--- config.mk ---
export PLATFORM = sky130hd
export DESIGN_NAME = burst_addr_seq
export DESIGN_NICKNAME = d
export VERILOG_FILES = /design/src/rtl/bas_pkg.sv /design/src/rtl/bas_decode.sv /design/src/rtl/bas_fsm.sv /design/src/rtl/bas_beat_gen.sv /design/src/rtl/burst_addr_seq.sv
export SDC_FILE = /design/constraint.sdc
export NUM_CORES = 1
export LEC_CHECK = 0
export BUFFER_PORTS_ARGS = -buffer_cell sky130_fd_sc_hd__buf_2
export CELL_PAD_IN_SITES_DETAIL_PLACEMENT = 1
export CELL_PAD_IN_SITES_GLOBAL_PLACEMENT = 1
export CORE_UTILIZATION = 34
export DETAILED_ROUTE_END_ITERATION = 6
export GPL_TIMING_DRIVEN = 1
export HOLD_SLACK_MARGIN = 0.12
export PLACE_DENSITY_LB_ADDON = 0.1
export RECOVER_POWER = 50
export SLEW_MARGIN = 25
export SYNTH_ARGS = -nofsm -noshare
export SYNTH_HDL_FRONTEND = slang
export SYNTH_SLANG_ARGS = --single-unit
--- constraint.sdc ---
create_clock -name clk -period 3.34 [get_ports clk]
set_clock_uncertainty 0.15 [all_clocks]
set_input_delay 0.835 -clock clk [delete_from_list [all_inputs] [get_ports clk]]
set_output_delay 0.835 -clock clk [all_outputs]
set_load 0.02 [all_outputs]
--- src/rtl/bas_pkg.sv ---
package bas_pkg;

    typedef enum logic [1:0] {
        ST_DESEL = 2'd0,
        ST_FIRST = 2'd1,
        ST_STEP  = 2'd2,
        ST_HOLD  = 2'd3
    } seq_state_t;

    typedef enum logic [1:0] {
        CMD_WAIT = 2'd0,
        CMD_ADV  = 2'd1,
        CMD_LOAD = 2'd2,
        CMD_DROP = 2'd3
    } seq_cmd_t;

endpackage

--- src/rtl/bas_decode.sv ---
module bas_decode
    import bas_pkg::*;
(
    input  logic     ps_n,
    input  logic     cs_n,
    input  logic     adv_n,
    input  logic     ce_n,
    input  logic     ce_hi,
    input  logic     ce_lo_n,
    output seq_cmd_t cmd
);

    logic en_all;
    logic ps_live;

    // Enables are only looked at when a strobe is in effect
    assign en_all  = !ce_n && ce_hi && !ce_lo_n;
    // Processor strobe is masked by the primary enable
    assign ps_live = !ps_n && !ce_n;

    always_comb begin
        // A strobe outranks advance
        if (ps_live || !cs_n) begin
            cmd = en_all ? CMD_LOAD : CMD_DROP;
        end else begin
            cmd = adv_n ? CMD_WAIT : CMD_ADV;
        end
    end

endmodule

--- src/rtl/bas_fsm.sv ---
module bas_fsm
    import bas_pkg::*;
(
    input  logic     clk,
    input  logic     rst_n,
    input  seq_cmd_t cmd,
    output logic     load_en,
    output logic     step_en,
    output logic     selected
);

    seq_state_t state_q;
    seq_state_t state_d;

    always_ff @(posedge clk) begin
        if (!rst_n) begin
            state_q <= ST_DESEL;
        end else begin
            state_q <= state_d;
        end
    end

    always_comb begin
        state_d = state_q;
        load_en = 1'b0;
        step_en = 1'b0;
        unique case (cmd)
            CMD_LOAD: begin
                state_d = ST_FIRST;
                load_en = 1'b1;
            end
            CMD_DROP: begin
                state_d = ST_DESEL;
            end
            CMD_ADV: begin
                if (state_q != ST_DESEL) begin
                    state_d = ST_STEP;
                    step_en = 1'b1;
                end
            end
            CMD_WAIT: begin
                if (state_q != ST_DESEL) begin
                    state_d = ST_HOLD;
                end
            end
        endcase
    end

    assign selected = (state_q != ST_DESEL);

endmodule

--- src/rtl/bas_beat_gen.sv ---
module bas_beat_gen #(
    parameter int ADDR_W = 17,
    parameter int BEAT_W = 2
) (
    input  logic              clk,
    input  logic              rst_n,
    input  logic              load_en,
    input  logic              step_en,
    input  logic [ADDR_W-1:0] addr_in,
    input  logic              mode_ilv,
    output logic [ADDR_W-1:0] addr_out
);

    localparam int UPPER_W = ADDR_W - BEAT_W;

    logic [UPPER_W-1:0] upper_q;
    logic [BEAT_W-1:0]  start_q;
    logic [BEAT_W-1:0]  cnt_q;
    logic               ilv_q;
    logic [BEAT_W-1:0]  lin_off;
    logic [BEAT_W-1:0]  ilv_off;

    always_ff @(posedge clk) begin
        if (!rst_n) begin
            upper_q <= '0;
            start_q <= '0;
            cnt_q   <= '0;
            ilv_q   <= 1'b0;
        end else if (load_en) begin
            upper_q <= addr_in[ADDR_W-1:BEAT_W];
            start_q <= addr_in[BEAT_W-1:0];
            cnt_q   <= '0;
            ilv_q   <= mode_ilv;  // mode captured per burst
        end else if (step_en) begin
            cnt_q   <= cnt_q + 1'b1;
        end
    end

    // Linear order wraps modulo 2**BEAT_W
    assign lin_off = start_q + cnt_q;

    // Interleaved order flips start bits by the beat count
    for (genvar b = 0; b < BEAT_W; b++) begin : g_ilv
        assign ilv_off[b] = start_q[b] ^ cnt_q[b];
    end

    assign addr_out = {upper_q, (ilv_q ? ilv_off : lin_off)};

endmodule

--- src/rtl/burst_addr_seq.sv ---
module burst_addr_seq
    import bas_pkg::*;
#(
    parameter int ADDR_W = 17,
    parameter int BEAT_W = 2
) (
    input  logic              clk,
    input  logic              rst_n,
    input  logic [ADDR_W-1:0] addr_in,
    input  logic              ps_n,
    input  logic              cs_n,
    input  logic              adv_n,
    input  logic              ce_n,
    input  logic              ce_hi,
    input  logic              ce_lo_n,
    input  logic              mode_ilv,
    output logic [ADDR_W-1:0] addr_out,
    output logic              selected
);

    seq_cmd_t cmd;
    logic     load_en;
    logic     step_en;

    bas_decode u_decode (
        .ps_n    (ps_n),
        .cs_n    (cs_n),
        .adv_n   (adv_n),
        .ce_n    (ce_n),
        .ce_hi   (ce_hi),
        .ce_lo_n (ce_lo_n),
        .cmd     (cmd)
    );

    bas_fsm u_fsm (
        .clk      (clk),
        .rst_n    (rst_n),
        .cmd      (cmd),
        .load_en  (load_en),
        .step_en  (step_en),
        .selected (selected)
    );

    bas_beat_gen #(
        .ADDR_W (ADDR_W),
        .BEAT_W (BEAT_W)
    ) u_beat (
        .clk      (clk),
        .rst_n    (rst_n),
        .load_en  (load_en),
        .step_en  (step_en),
        .addr_in  (addr_in),
        .mode_ilv (mode_ilv),
        .addr_out (addr_out)
    );

endmodule

==> flow_metrics.py <==
metrics = {
    "run_status": {
        "status": "complete, no violations",
    },
    "global_route": {
        "grt_overflow_total": 0,
        "grt_pass1_vias": 866,
        "grt_max_degree": 20,
        "antenna_found_initial": 0,
        "grt_pass1_wl_um": 3829,
        "track_usage_pct": 18.09,
    },
    "critical_path": {
        "endpoint_kind": "primary output",
        "cp.required_ns": 2.35,
        "worstPathCellList": "ha_1, nor2b_1, xnor2_1, buf_2",
        "critical-path-top-delay-family": "flip-flops",
        "slowest_stage": "dfxtp_1",
        "worst-path-max-fanout": 4,
        "critPathBufInv": 1,
        "crit_path_start_kind": "flop",
        "critical_path_class": "reg2out",
        "cp.arrival_ns": 1.31,
        "cpPeakStageDelay_ns": 0.39,
    },
    "floorplanning": {
        "dieWidth_um": 54.36,
        "rows": 18,
        "num_io_pins": 44,
        "core_um2": 2545,
        "die_area_um2": 2955,
        "die_h_um": 54.36,
        "initial_utilization_pct": 36.63,
    },
    "placed_design": {
        "dpl_cell_area_um2": 1134,
        "post-dp-hpwl_um": 1713,
        "gp_congestion": 0.7547,
        "post-place-ws_ns": 0.9713,
        "portBuffers": 43,
    },
    "route": {
        "met3WireLength_um": 107,
        "top_layer": "met4",
        "drt_iter0_drc": 4,
        "drt-total-wl_um": 2451,
        "postRouteAntennaNets": 0,
        "via_per_inst": 5.258,
        "dr.pass1.iters": 2,
        "wl_per_cell_um": 13.77,
        "wl_met2_um": 1158,
        "vias": 936,
        "wl_met1_um": 1174,
        "route.detailed.drc": 0,
    },
    "sta": {
        "hold_violations": 0,
        "setup_viol": 0,
        "fmax_mhz": 436.1,
        "post-route-period-util_pct": 68.65,
        "rsz0062_at_grt": "no",
        "holdWs_ns": 0.3353,
        "max_slew_margin_pct": 20.09,
        "worstMarginPinSlew_ns": 1.193,
        "drv_slew": 0,
        "min_period_ns": 2.293,
        "setup_tns_ns": 0,
        "layout_setup_ws_ns": 1.047,
    },
    "synth": {
        "netlist_area_um2": 932.1,
        "syn_avg_cell_area_um2": 8.631,
        "synth_cells": 108,
        "synth_warnings": 0,
        "synth_seq_cells": 22,
        "yosysSeqAreaShare_pct": 47.25,
        "synth_cell_types": 25,
        "synth_nets": 135,
    },
    "final_layout": {
        "area_growth_pct": 24.30,
        "num_antenna_cells": 0,
        "nNetsFinal": 176,
        "drive_gt1_share_pct": 22.30,
        "final_cell_area_um2": 1159,
    },
    "power": {
        "p_leak_uw": 0.0004260,
        "p_seq_share_pct": 50.7,
        "combPwrFrac_pct": 11.4,
        "irDropWorstVdd_mv": 0.2560,
        "p_int_uw": 412.9,
        "p_per_area_nw_per_um2": 465.3,
        "clkPwrFrac_pct": 37.9,
        "p_sw_uw": 126.1,
        "swShare_pct": 23.40,
    },
    "clock_tree": {
        "htreeDepth": 1,
        "cts_resized": 0,
        "tritoncts": "done",
        "postCtsSetupRepairBufs": 0,
        "root_buffer": "clkbuf_4",
        "clock_path_buffers": 2,
        "clock_sinks": 22,
        "path_clk_slew_ns": 0.13,
        "insertion_delay_ns": 0.30,
        "ctsHoldBuffers": 0,
        "cts_buffers": 3,
    },
    "worst_hold_path": {
        "holdCritPathClass": "reg2reg",
    },
    "run": {
        "drv_cap": 0,
    },
}
worst paths after layout:
| kind | slack [ns] | cells after the start | to | startpoint |
|---|---|---|---|---|
| worst max-delay path | 1.05 | 4 | addr_out[1] | u_beat.cnt_q[0]$_SDFFE_PP0P_ |
| worst min-delay path | 0.34 | 2 | u_beat.upper_q[10]$_SDFFE_PN0N_ | u_beat.upper_q[10]$_SDFFE_PN0N_ |
| worst max register to register | 1.97 | 3 | u_beat.cnt_q[1]$_SDFFE_PP0P_ | u_fsm.state_q[0]$_SDFFE_PN0P_ |
| worst min register to register | 0.34 | 2 | u_beat.upper_q[10]$_SDFFE_PN0N_ | u_beat.upper_q[10]$_SDFFE_PN0N_ |
cells by family after synthesis:
kind of cell | share of synthesized area, %
AO/OA/AOI/OAI | 25.77
AND/OR/NAND/NOR | 17.85
flip-flops | 47.25
buffers and inverters | 5.906
XOR/XNOR | 1.880
adder cells (fa/ha/maj) | 1.342
sequential cells by signal, indices dropped and copies added (netlist names):
signal and flops:
u_beat.upper_q 15, u_beat.cnt_q 2, u_beat.start_q 2, u_fsm.state_q 2, u_beat.ilv_q 1
cells in the final DEF, fill, tap and decap left out:
cell	Yosys	routed
nand2_1	2	2
nand2b_1	1	1
or3b_1	1	1
o211ai_1	1	1
clkbuf_1	2	17
or2_2	1	1
buf_2	0	26
bufinv_16	0	1
a21oi_1	21	21
and2_1	1	1
clkinv_1	1	1
xnor2_1	2	2
nor2_1	1	1
clkbuf_4	0	3
o21ai_1	9	9
dfxtp_1	22	22
nand3_1	18	18
nor3b_2	0	1
o21ai_2	1	1
ha_1	1	1
o21ai_0	13	13
nor2b_1	1	1
o221ai_1	1	1
or3_1	2	2
tightest hold or removal path, delay by kind of cell (launching register included):
kind	cells	cell delay, ns
AO/OA/AOI/OAI	2	0.11
flip-flops	1	0.35
through the flow:
stage / util, % / instances / power (µW)
after floorplan: - / 108 / 316.6
after global placement: 44.54 / 174 / 342.6
after detailed placement: 44.54 / 174 / 344.2
after CTS: 46.61 / 178 / 547.7
after global routing: 45.53 / 178 / 562.2
final: 45.53 / 178 / 539.1
layout make-up:
type                       count  area [µm²]
tap                           30       37.54
timing repair buffer          43       193.9
clock inverter                 1       30.03
sequential                    22       440.4
clock buffer                   3       22.52
fill                         354        1386
inverter                       1       3.754
multi-input combinational     78       430.4
routing by layer:
| metal | global-route usage, % | vias to the layer above |
|---|---|---|
| li1 | - | 472 |
| met1 | 22.15 | 440 |
| met2 | 31.91 | 22 |
| met3 | 3.333 | 2 |
| met4 | 5.128 | 0 |
| met5 | 0 | - |
Yosys cell counts, drive strengths merged:
| cell type | n | area share [%] |
|---|---|---|
| or2 | 1 | 0.67 |
| xnor2 | 2 | 1.9 |
| nand2 | 2 | 0.81 |
| o21ai | 23 | 13 |
| nor3b | 1 | 2.0 |
| buf | 3 | 3.6 |
| or3b | 1 | 0.94 |
| nor2 | 1 | 0.40 |
| nor2b | 1 | 0.67 |
| clkinv | 1 | 0.40 |
| and2 | 1 | 0.67 |
| o211ai | 1 | 0.81 |
| or3 | 2 | 1.3 |
| dfxtp | 22 | 47 |
| nand2b | 1 | 0.67 |
| o221ai | 1 | 0.94 |
| ha | 1 | 1.3 |
| clkbuf | 4 | 1.9 |
| a21oi | 21 | 11 |
| nand3 | 18 | 9.7 |
power groups by stage:
stage / clock network, µW / registers, µW / logic (µW)
2_1_floorplan: 0 / 285 / 31.7
3_3_place_gp: 0 / 279 / 63.9
6_report: 204 / 273 / 61.6
3_5_place_dp: 0 / 279 / 65.1
5_1_grt: 219 / 274 / 68.9
4_1_cts: 209 / 273 / 65.2
Power figures use the tool's default switching activity.
